### config.mk
export PLATFORM = sky130hd
export DESIGN_NAME = tap_chain3
export DESIGN_NICKNAME = d
export VERILOG_FILES = /design/src/rtl/tapc_pkg.sv /design/src/rtl/tapc_fsm.sv /design/src/rtl/tapc_port.sv /design/src/rtl/tap_chain3.sv
export SDC_FILE = /design/constraint.sdc
export NUM_CORES = 1
export LEC_CHECK = 0
export CAP_MARGIN = 20
export CORE_MARGIN = 8
export CORE_UTILIZATION = 67
export DETAILED_ROUTE_END_ITERATION = 8
export PLACE_DENSITY = 0.84
export SYNTH_ARGS = -nofsm -noshare
export SYNTH_HDL_FRONTEND = slang
export SYNTH_SLANG_ARGS = --single-unit
export TNS_END_PERCENT = 1
### constraint.sdc
create_clock -name tck -period 2.9 [get_ports tck]
set_input_delay 0.58 -clock tck [delete_from_list [all_inputs] [get_ports tck]]
set_output_delay 0.58 -clock tck [all_outputs]
set_load 0.005 [all_outputs]
### src/rtl/tapc_pkg.sv
`timescale 1ns/1ps
package tapc_pkg;
  localparam int DR_W       = 32;
  localparam int EN_SEC_BIT = 0;
  localparam int EN_DBG_BIT = 1;

  typedef enum logic [3:0] {
    TS_RESET, TS_IDLE,
    TS_SEL_DR, TS_CAP_DR, TS_SH_DR, TS_EX1_DR, TS_PAU_DR, TS_EX2_DR, TS_UPD_DR,
    TS_SEL_IR, TS_CAP_IR, TS_SH_IR, TS_EX1_IR, TS_PAU_IR, TS_EX2_IR, TS_UPD_IR
  } tap_state_e;

  typedef enum logic [1:0] {DM_NONE, DM_BYP, DM_ID, DM_REG} dr_mode_e;

  localparam logic [5:0] WIDE_IDCODE   = 6'h09;
  localparam logic [5:0] WIDE_CTRL     = 6'h20;
  localparam logic [5:0] WIDE_SKIP     = 6'h24;
  localparam logic [3:0] NARROW_IDCODE = 4'hE;
endpackage

### src/rtl/tapc_fsm.sv
`timescale 1ns/1ps
module tapc_fsm
  import tapc_pkg::*;
(
  input  logic       tck,
  input  logic       trst_n,
  input  logic       tms,
  output tap_state_e state
);
  tap_state_e nxt;

  always_comb begin
    unique case (state)
      TS_RESET:  nxt = tms ? TS_RESET  : TS_IDLE;
      TS_IDLE:   nxt = tms ? TS_SEL_DR : TS_IDLE;
      TS_SEL_DR: nxt = tms ? TS_SEL_IR : TS_CAP_DR;
      TS_CAP_DR: nxt = tms ? TS_EX1_DR : TS_SH_DR;
      TS_SH_DR:  nxt = tms ? TS_EX1_DR : TS_SH_DR;
      TS_EX1_DR: nxt = tms ? TS_UPD_DR : TS_PAU_DR;
      TS_PAU_DR: nxt = tms ? TS_EX2_DR : TS_PAU_DR;
      TS_EX2_DR: nxt = tms ? TS_UPD_DR : TS_SH_DR;
      TS_UPD_DR: nxt = tms ? TS_SEL_DR : TS_IDLE;
      TS_SEL_IR: nxt = tms ? TS_RESET  : TS_CAP_IR;
      TS_CAP_IR: nxt = tms ? TS_EX1_IR : TS_SH_IR;
      TS_SH_IR:  nxt = tms ? TS_EX1_IR : TS_SH_IR;
      TS_EX1_IR: nxt = tms ? TS_UPD_IR : TS_PAU_IR;
      TS_PAU_IR: nxt = tms ? TS_EX2_IR : TS_PAU_IR;
      TS_EX2_IR: nxt = tms ? TS_UPD_IR : TS_SH_IR;
      TS_UPD_IR: nxt = tms ? TS_SEL_DR : TS_IDLE;
      default:   nxt = TS_RESET;
    endcase
  end

  always_ff @(posedge tck or negedge trst_n) begin
    if (!trst_n) state <= TS_RESET;
    else         state <= nxt;
  end

  assert_tlr_hold_R8: assert property (@(posedge tck) disable iff (!trst_n)
    (state == TS_RESET && tms) |=> (state == TS_RESET));
endmodule

### src/rtl/tapc_port.sv
`timescale 1ns/1ps
module tapc_port
  import tapc_pkg::*;
#(
  parameter int              IR_W       = 6,
  parameter logic [DR_W-1:0] ID_VAL     = 32'h0000_0001,
  parameter logic [IR_W-1:0] IR_ID      = '0,
  parameter bit              HAS_CTRL   = 1'b0,
  parameter logic [IR_W-1:0] CTRL_CODE  = '0,
  parameter bit              HAS_SKIP   = 1'b0,
  parameter logic [IR_W-1:0] SKIP_CODE  = '0,
  parameter bit              OFF_BYPASS = 1'b0
) (
  input  logic            tck,
  input  logic            trst_n,
  input  logic            tms,
  input  logic            si,
  input  logic            en,
  output logic            so,
  output tap_state_e      state_o,
  output logic [DR_W-1:0] ctrl_o
);
  localparam logic [IR_W-1:0] IR_CAP = IR_W'(1);

  tap_state_e      state;
  logic [IR_W-1:0] ir, ir_sr;
  logic [DR_W-1:0] dr_sr, ctrl_q;
  logic            byp_q;
  dr_mode_e        mode;

  tapc_fsm u_fsm (.tck(tck), .trst_n(trst_n), .tms(tms), .state(state));

  always_comb begin
    if (!en)                                   mode = OFF_BYPASS ? DM_BYP : DM_NONE;
    else if (ir == IR_ID)                      mode = DM_ID;
    else if (HAS_CTRL && ir == CTRL_CODE)      mode = DM_REG;
    else if (HAS_SKIP && ir == SKIP_CODE)      mode = DM_NONE;
    else                                       mode = DM_BYP;
  end

  always_ff @(posedge tck or negedge trst_n) begin
    if (!trst_n) begin
      ir    <= IR_ID;
      ir_sr <= '0;
      dr_sr <= '0;
      byp_q <= 1'b0;
    end else begin
      case (state)
        TS_RESET:  ir    <= IR_ID;
        TS_CAP_IR: ir_sr <= IR_CAP;
        TS_SH_IR:  ir_sr <= {si, ir_sr[IR_W-1:1]};
        TS_UPD_IR: ir    <= ir_sr;
        TS_CAP_DR: begin
          dr_sr <= (mode == DM_REG) ? ctrl_q : ID_VAL;
          byp_q <= 1'b0;
        end
        TS_SH_DR: begin
          dr_sr <= {si, dr_sr[DR_W-1:1]};
          byp_q <= si;
        end
        default: ;
      endcase
    end
  end

  generate
    if (HAS_CTRL) begin : g_ctrl
      always_ff @(posedge tck or negedge trst_n) begin
        if (!trst_n)                                  ctrl_q <= '0;
        else if (state == TS_RESET)                   ctrl_q <= '0;
        else if (state == TS_UPD_DR && mode == DM_REG) ctrl_q <= dr_sr;
      end

      assert_ctrl_stable_R5: assert property (@(posedge tck) disable iff (!trst_n)
        !(state == TS_UPD_DR || state == TS_RESET) |=> $stable(ctrl_q));
    end else begin : g_noctrl
      assign ctrl_q = '0;
    end
  endgenerate

  always_comb begin
    if (state == TS_SH_IR) so = ir_sr[0];
    else begin
      case (mode)
        DM_NONE: so = si;
        DM_BYP:  so = byp_q;
        default: so = dr_sr[0];
      endcase
    end
  end

  assign state_o = state;
  assign ctrl_o  = ctrl_q;

  assert_ir_capture_R1: assert property (@(posedge tck) disable iff (!trst_n)
    (state == TS_CAP_IR) |=> (ir_sr[1:0] == 2'b01));

  assert_ir_reset_R8: assert property (@(posedge tck) disable iff (!trst_n)
    (state == TS_RESET) |=> (ir == IR_ID));

  assert_off_bypass_R7: assert property (@(posedge tck) disable iff (!trst_n)
    (OFF_BYPASS && !en && state == TS_SH_DR) |=> (so == $past(si)));

  assert_off_absent_R7: assert property (@(posedge tck) disable iff (!trst_n)
    (!OFF_BYPASS && !en && state == TS_SH_DR) |-> (so == si));
endmodule

### src/rtl/tap_chain3.sv
`timescale 1ns/1ps
module tap_chain3
  import tapc_pkg::*;
#(
  parameter logic [DR_W-1:0] ID_PRI = 32'h0BA1_1093,
  parameter logic [DR_W-1:0] ID_SEC = 32'h0BA2_2093,
  parameter logic [DR_W-1:0] ID_DBG = 32'h4BA0_0477
) (
  input  logic tck,
  input  logic trst_n,
  input  logic tms,
  input  logic tdi,
  output logic tdo
);
  logic            pri_so, sec_so, dbg_so;
  logic            en_sec, en_dbg;
  logic [DR_W-1:0] pri_ctrl, sec_ctrl_unused, dbg_ctrl_unused;
  logic            ctrl_hi_unused;
  tap_state_e      pri_state, sec_state, dbg_state;

  tapc_port #(
    .IR_W(6), .ID_VAL(ID_PRI), .IR_ID(WIDE_IDCODE),
    .HAS_CTRL(1'b1), .CTRL_CODE(WIDE_CTRL),
    .HAS_SKIP(1'b1), .SKIP_CODE(WIDE_SKIP), .OFF_BYPASS(1'b0)
  ) u_pri (
    .tck(tck), .trst_n(trst_n), .tms(tms), .si(tdi), .en(1'b1),
    .so(pri_so), .state_o(pri_state), .ctrl_o(pri_ctrl)
  );

  tapc_port #(
    .IR_W(6), .ID_VAL(ID_SEC), .IR_ID(WIDE_IDCODE),
    .HAS_CTRL(1'b0), .CTRL_CODE(6'h00),
    .HAS_SKIP(1'b1), .SKIP_CODE(WIDE_SKIP), .OFF_BYPASS(1'b0)
  ) u_sec (
    .tck(tck), .trst_n(trst_n), .tms(tms), .si(pri_so), .en(en_sec),
    .so(sec_so), .state_o(sec_state), .ctrl_o(sec_ctrl_unused)
  );

  tapc_port #(
    .IR_W(4), .ID_VAL(ID_DBG), .IR_ID(NARROW_IDCODE),
    .HAS_CTRL(1'b0), .CTRL_CODE(4'h0),
    .HAS_SKIP(1'b0), .SKIP_CODE(4'h0), .OFF_BYPASS(1'b1)
  ) u_dbg (
    .tck(tck), .trst_n(trst_n), .tms(tms), .si(sec_so), .en(en_dbg),
    .so(dbg_so), .state_o(dbg_state), .ctrl_o(dbg_ctrl_unused)
  );

  assign en_sec         = pri_ctrl[EN_SEC_BIT];
  assign en_dbg         = pri_ctrl[EN_DBG_BIT];
  assign ctrl_hi_unused = ^pri_ctrl[DR_W-1:2];

  always_ff @(negedge tck or negedge trst_n) begin
    if (!trst_n) tdo <= 1'b0;
    else         tdo <= dbg_so;
  end

  assert_lockstep_R1: assert property (@(posedge tck) disable iff (!trst_n)
    (pri_state == sec_state) && (sec_state == dbg_state));

  assert_en_timing_R5: assert property (@(posedge tck) disable iff (!trst_n)
    (!$stable(en_sec) || !$stable(en_dbg)) |->
      ($past(pri_state) == TS_UPD_DR || $past(pri_state) == TS_RESET));
endmodule

# --- Word-level counts from Yosys, hierarchy flattened ---
# Cells that the tools add are included.
# Widths: inputs -> output; s select.
op_classes:
  n_eq_ne: 57
  mux: 46
  reduce_logical: 26
op_table:
  columns: ["cell", "n"]
  rows:
  - ["$pmux 32 s2", 3]
  - ["$pmux 4 s12", 3]
  - ["$eq 4x4->1 const B", 25]
  - ["$mux 32", 3]
  - ["$eq 4x3->1 const B", 12]
  - ["$pmux 6 s2", 4]
  - ["$mux 31", 1]
  - ["$mux 28", 1]
  - ["$eq 4x2->1 const B", 6]
  - ["$reduce_bool 2->1", 10]
  - ["$eq 6x6->1 const B", 3]
  - ["$mux 2", 9]
  - ["$mux 4", 4]
  - ["$pmux 4 s2", 2]
  - ["$eq 4x1->1 const B", 3]
  - ["$eq 6x4->1 const B", 2]
  - ["$logic_not 4->1", 3]
  - ["$pmux 1 s2", 6]
  - ["$reduce_or 2->1", 6]
  - ["$reduce_or 3->1", 3]
  - ["$mux 1", 8]
  - ["$eq 2x1->1 const B", 3]
  - ["$eq 2x2->1 const B", 3]
  - ["$logic_not 2->1", 3]
  - ["2 further kinds", 3]
totals:
  ff_bits: 176
  inputBits: 4
  output_inout_bits: 1

# --- Depth between registers and ports, before layout ---
depth:
  word_depth: 11
  ltp_mapped: 7

# --- Modules after synthesis ---
# Synthesis repeated with hierarchy kept, for this count alone.
unflattened:
  cells_unflattened: 776
  hier_area_um2: 8269.2
by_module_without_submodules:
  columns: ["module", "n_inst", "cells_each", "area_each_um2", "seq_area_each_um2"]
  rows:
  - ["tapc_port at u_pri", 1, 325, 3408.3, 1929.4]
  - ["tapc_port at u_sec", 1, 183, 2034.5, 1103.6]
  - ["tapc_port at u_dbg", 1, 155, 1855.5, 1004.7]
  - ["tapc_fsm", 3, 37, 314.1, 100.1]
  - ["tap_chain3", 1, 2, 28.8, 25.0]

==> metrics.txt <==
# TYPE chip_impl_metric gauge
chip_impl_info{name="netlist_top_cells_area",value="sky130_fd_sc_hd__dfrtp_1, sky130_fd_sc_hd__a22o_1, sky130_fd_sc_hd__o22a_1, sky130_fd_sc_hd__a222oi_1, sky130_fd_sc_hd__dfstp_2"} 1
chip_impl_metric{name="cts_max_path_buffers",unit=""} 2
chip_impl_metric{name="flow.area_growth_from_synthesis",unit="%"} 10.17
chip_impl_metric{name="final_antenna_net_count",unit=""} 0
chip_impl_metric{name="postSynth.asyncResetShare",unit=""} 1.000
chip_impl_metric{name="numClockSinks",unit=""} 174
chip_impl_metric{name="top_level_ports",unit=""} 5
chip_impl_metric{name="flop_and_latch_count_out_of_synthesis",unit=""} 174
chip_impl_metric{name="hold_viol_final",unit=""} 0
chip_impl_metric{name="share_of_the_core_filled_with_cells",unit=""} 0.7552
chip_impl_metric{name="dpl-instance-area",unit="um^2"} 7580
chip_impl_info{name="critical_path.startpoint_type",value="register"} 1
chip_impl_metric{name="drt-total-wl",unit="um"} 15510
chip_impl_metric{name="drt_pass1_iterations",unit=""} 6
chip_impl_metric{name="worst_skew",unit="ps"} 78.41
chip_impl_metric{name="number_of_nets_in_the_layout",unit=""} 664
chip_impl_metric{name="count_of_flip_flops_with_a_built_in_enable_after_synthesis",unit=""} 0
chip_impl_metric{name="clkLatencyLatePin",unit="ps"} 550
chip_impl_info{name="worstReg2RegEnd",value="tdo$_DFF_NN0_"} 1
chip_impl_metric{name="design.die.area",unit="um^2"} 14720
chip_impl_metric{name="htree_levels",unit=""} 4
chip_impl_info{name="min_path_type",value="in2async"} 1
chip_impl_metric{name="cts_setup_buffers",unit=""} 0
chip_impl_metric{name="rd_place_congestion",unit=""} 0.8579
chip_impl_info{name="cp_cell_sequence",value="buf_2"} 1
chip_impl_metric{name="dp.final_hpwl",unit="um"} 9160
chip_impl_metric{name="core_region_area",unit="um^2"} 10840
chip_impl_metric{name="critical-path-max-stage-delay",unit="ps"} 380
chip_impl_info{name="tritoncts",value="done"} 1
chip_impl_metric{name="peakVddDrop",unit="mV"} 0.7225
chip_impl_info{name="worstSetupPathType",value="reg2out"} 1
chip_impl_info{name="critPathTopFamily",value="flip-flops"} 1
chip_impl_metric{name="layout_cell_share_with_drive_strength_beyond_1",unit=""} 0.1144
chip_impl_metric{name="grt_antenna_before_repair",unit=""} 0
chip_impl_metric{name="final.setup.worst_slack",unit="ps"} -82.15
chip_impl_info{name="last_element_of_the_critical_path",value="tdo"} 1
chip_impl_metric{name="grt.overflow.total",unit=""} 0
chip_impl_metric{name="global_route_wire_length_before_repair",unit="um"} 26670
chip_impl_metric{name="setup.reg_to_reg.worst_slack",unit="ps"} 110
chip_impl_info{name="outcome",value="complete, but fails checks"} 1
chip_impl_metric{name="worst_case_reg_to_reg_path_depth",unit=""} 4
chip_impl_metric{name="buffer_ports.inserted",unit=""} 4
chip_impl_metric{name="groute.usage.overall",unit=""} 0.2259
chip_impl_info{name="synth_ff_type",value="sky130_fd_sc_hd__dfrtp_1"} 1
chip_impl_info{name="timing.critical_path.to_type",value="output pin"} 1
chip_impl_info{name="rsz_0062_raised_after_global_routing",value="true"} 1
chip_impl_metric{name="cp.depth",unit=""} 1
chip_impl_metric{name="buffer_and_inverter_count_on_the_worst_path",unit=""} 1
chip_impl_metric{name="first_global_vias",unit=""} 5361
chip_impl_metric{name="power_dens_cells",unit="nW/um^2"} 1137
chip_impl_metric{name="post_syn_area_per_cell",unit="um^2"} 11.09
chip_impl_metric{name="start_util",unit=""} 0.6855
chip_impl_metric{name="via_to_cell_ratio",unit=""} 6.721
chip_impl_metric{name="place_worst_setup_slack",unit="ps"} 1.107
chip_impl_metric{name="post_synth_num_cell_types",unit=""} 59
chip_impl_info{name="ctsRootBufferMaster",value="sky130_fd_sc_hd__clkbuf_8"} 1
chip_impl_info{name="post-synth-top-count-cell",value="sky130_fd_sc_hd__dfrtp_1"} 1
chip_impl_metric{name="worst-endpoint-required",unit="ps"} 2320
chip_impl_info{name="crit_slowest_cell",value="sky130_fd_sc_hd__dfrtn_1"} 1
chip_impl_metric{name="number_of_cts_inserted_buffers",unit=""} 17
chip_impl_metric{name="post-route-drc-count",unit=""} 0
chip_impl_metric{name="path_max_fanout",unit=""} 1
chip_impl_info{name="netlist.top_cell.by_area",value="sky130_fd_sc_hd__dfrtp_1"} 1
chip_impl_metric{name="post_synth_inst_count",unit=""} 670
chip_impl_metric{name="number_of_antenna_cells_inserted",unit=""} 0
chip_impl_metric{name="fin_worst_hold_slack",unit="ps"} 424.1
chip_impl_metric{name="syn_nets",unit=""} 674
chip_impl_metric{name="detailedRoute.firstIterationViolations",unit=""} 812
chip_impl_metric{name="maximum_number_of_pins_on_one_net_before_global_route_repair",unit=""} 66
chip_impl_metric{name="die_y",unit="um"} 121.3
chip_impl_metric{name="finalSetupViolCount",unit=""} 1
chip_impl_metric{name="dieWidth",unit="um"} 121.3
chip_impl_metric{name="timing.max_cap.violations",unit=""} 0
chip_impl_info{name="worst_r2r_startpoint",value="u_dbg.ir[3]$_DFFE_PN1P_"} 1
chip_impl_metric{name="total_leakage_power",unit="nW"} 3.743
chip_impl_metric{name="report.final.slew_viol_count",unit=""} 0
chip_impl_metric{name="synth_top_cell_area_share",unit=""} 0.5590
chip_impl_metric{name="yosysWarnings",unit=""} 0
chip_impl_metric{name="fraction_of_the_yosys_area_taken_by_sequential_cells",unit=""} 0.5871
chip_impl_metric{name="timing_worst_slew_pin_value",unit="ps"} 817.8
chip_impl_metric{name="fin_area",unit="um^2"} 8187
chip_impl_metric{name="wire_per_inst",unit="um"} 19.08
chip_impl_metric{name="setup-tns-final",unit="ps"} -82.15
chip_impl_metric{name="routed-via-count",unit=""} 5464
chip_impl_info{name="failing_checks",value="negative setup slack"} 1
chip_impl_metric{name="headroom_to_the_max_slew_limit",unit=""} 0.4528
chip_impl_metric{name="clk_transition_reported_paths",unit="ps"} 70
chip_impl_metric{name="core.rowCount",unit=""} 38
chip_impl_metric{name="post_synth_instance_area",unit="um^2"} 7431
chip_impl_info{name="synthTopCellsByCount",value="sky130_fd_sc_hd__dfrtp_1, sky130_fd_sc_hd__a22o_1, sky130_fd_sc_hd__nand2_1, sky130_fd_sc_hd__nor2_1, sky130_fd_sc_hd__clkbuf_1"} 1
chip_impl_metric{name="timing.critical_path.arrival",unit="ps"} 2400
chip_impl_info{name="critical_path.startpoint",value="tdo$_DFF_NN0_"} 1
[stage by stage]
step | std cells | power, mW
detailed placement | 780 | 6.939
floorplan | 670 | 6.161
global placement | 780 | 6.708
CTS | 813 | 9.319
finish | 813 | 9.308
global route | 813 | 9.873
[where the power goes]
part           leakage (nW)  total [mW]  internal, mW  switching [mW]
Sequential             2.23        3.94          3.27           0.668
Combinational          1.22        3.05          1.30            1.75
Clock                 0.297        2.33          1.41           0.915
[cell type report]
type,count,area (um^2)
flip-flops and latches,174,4363
multi-input cells,407,2704
fillers,705,2654
clock buffers,19,431.7
repair buffers,29,226.5
well taps,140,175.2
clock inverters,13,170.2
inverters,31,116.4
[routing by layer]
layer / share of wire / GRT usage / vias up
met5: 0 / 0 / -
met4: 0.028 / 0.1056 / 0
met3: 0.039 / 0.05026 / 40
met2: 0.49 / 0.3562 / 166
met1: 0.44 / 0.2929 / 2785
li1: - / - / 2473
[cell families (layout without fill, tap and decap cells)]
family | after synthesis | after routing | synth area share
buf+inv | 89 | 92 | 0.05102
xor+xnor | 1 | 1 | 0.001179
mux | 1 | 1 | 0.001347
flops | 174 | 174 | 0.5871
simple gates | 164 | 164 | 0.1111
compound gates | 241 | 241 | 0.2482
[repair_timing]
action                                 4_1_cts  5_1_grt
endpoints found under the hold margin       13        0
hold buffers                                 1        0
gates cloned                                 0        0
setup endpoints to repair                    1        1
resized for setup                            4        0
[state kept, by name (all words and copies together) (netlist names)]
signal / flops
u_pri.ctrl_o: 32
u_dbg.dr_sr: 32
u_pri.u_fsm.state: 4
tdo: 1
u_dbg.ir: 4
u_dbg.ir_sr: 4
u_sec.u_fsm.state: 4
u_sec.ir: 6
u_pri.byp_q: 1
u_pri.ir_sr: 6
u_sec.ir_sr: 6
u_dbg.u_fsm.state: 4
u_pri.dr_sr: 32
u_pri.ir: 6
u_sec.dr_sr: 31
u_sec.byp_q: 1
[worst min path at each step]
stage                start  slack (ps)                     endpoint  cells after the start
CTS                 trst_n         410  u_sec.dr_sr[26]$_DFFE_PN0P_                      2
global placement    trst_n         420  u_sec.dr_sr[16]$_DFFE_PN0P_                      1
detailed placement  trst_n         420  u_sec.dr_sr[16]$_DFFE_PN0P_                      1
finish              trst_n         420  u_sec.dr_sr[26]$_DFFE_PN0P_                      2
global route        trst_n         450  u_sec.dr_sr[26]$_DFFE_PN0P_                      2
floorplan           trst_n         280   u_dbg.dr_sr[0]$_DFFE_PN0N_                      0
[cell usage in the layout, fill, tap and decap left out, types with 3 or more instances in the layout]
cell type                     n
sky130_fd_sc_hd__nand2b_1     4
sky130_fd_sc_hd__a21oi_1     26
sky130_fd_sc_hd__o22a_1      25
sky130_fd_sc_hd__nor3_1      18
sky130_fd_sc_hd__nor2b_1      3
sky130_fd_sc_hd__o21a_1       4
sky130_fd_sc_hd__dfstp_2      7
sky130_fd_sc_hd__a222oi_1    21
sky130_fd_sc_hd__a31oi_1      7
sky130_fd_sc_hd__o21ai_0     34
sky130_fd_sc_hd__dfrtp_1    166
sky130_fd_sc_hd__a221oi_1     3
sky130_fd_sc_hd__clkinv_2     7
sky130_fd_sc_hd__or2_2        3
sky130_fd_sc_hd__nand2_1     49
sky130_fd_sc_hd__or3_1        4
sky130_fd_sc_hd__nand3_1      9
sky130_fd_sc_hd__clkbuf_16   16
sky130_fd_sc_hd__bufinv_16    4
sky130_fd_sc_hd__buf_4       24
sky130_fd_sc_hd__and3_1       3
sky130_fd_sc_hd__inv_1       31
sky130_fd_sc_hd__a22o_1      76
sky130_fd_sc_hd__a22oi_1      9
sky130_fd_sc_hd__nor2_1      49
sky130_fd_sc_hd__o31ai_1     14
sky130_fd_sc_hd__o22ai_1     10
No activity file was read; power rests on OpenSTA's default activity.
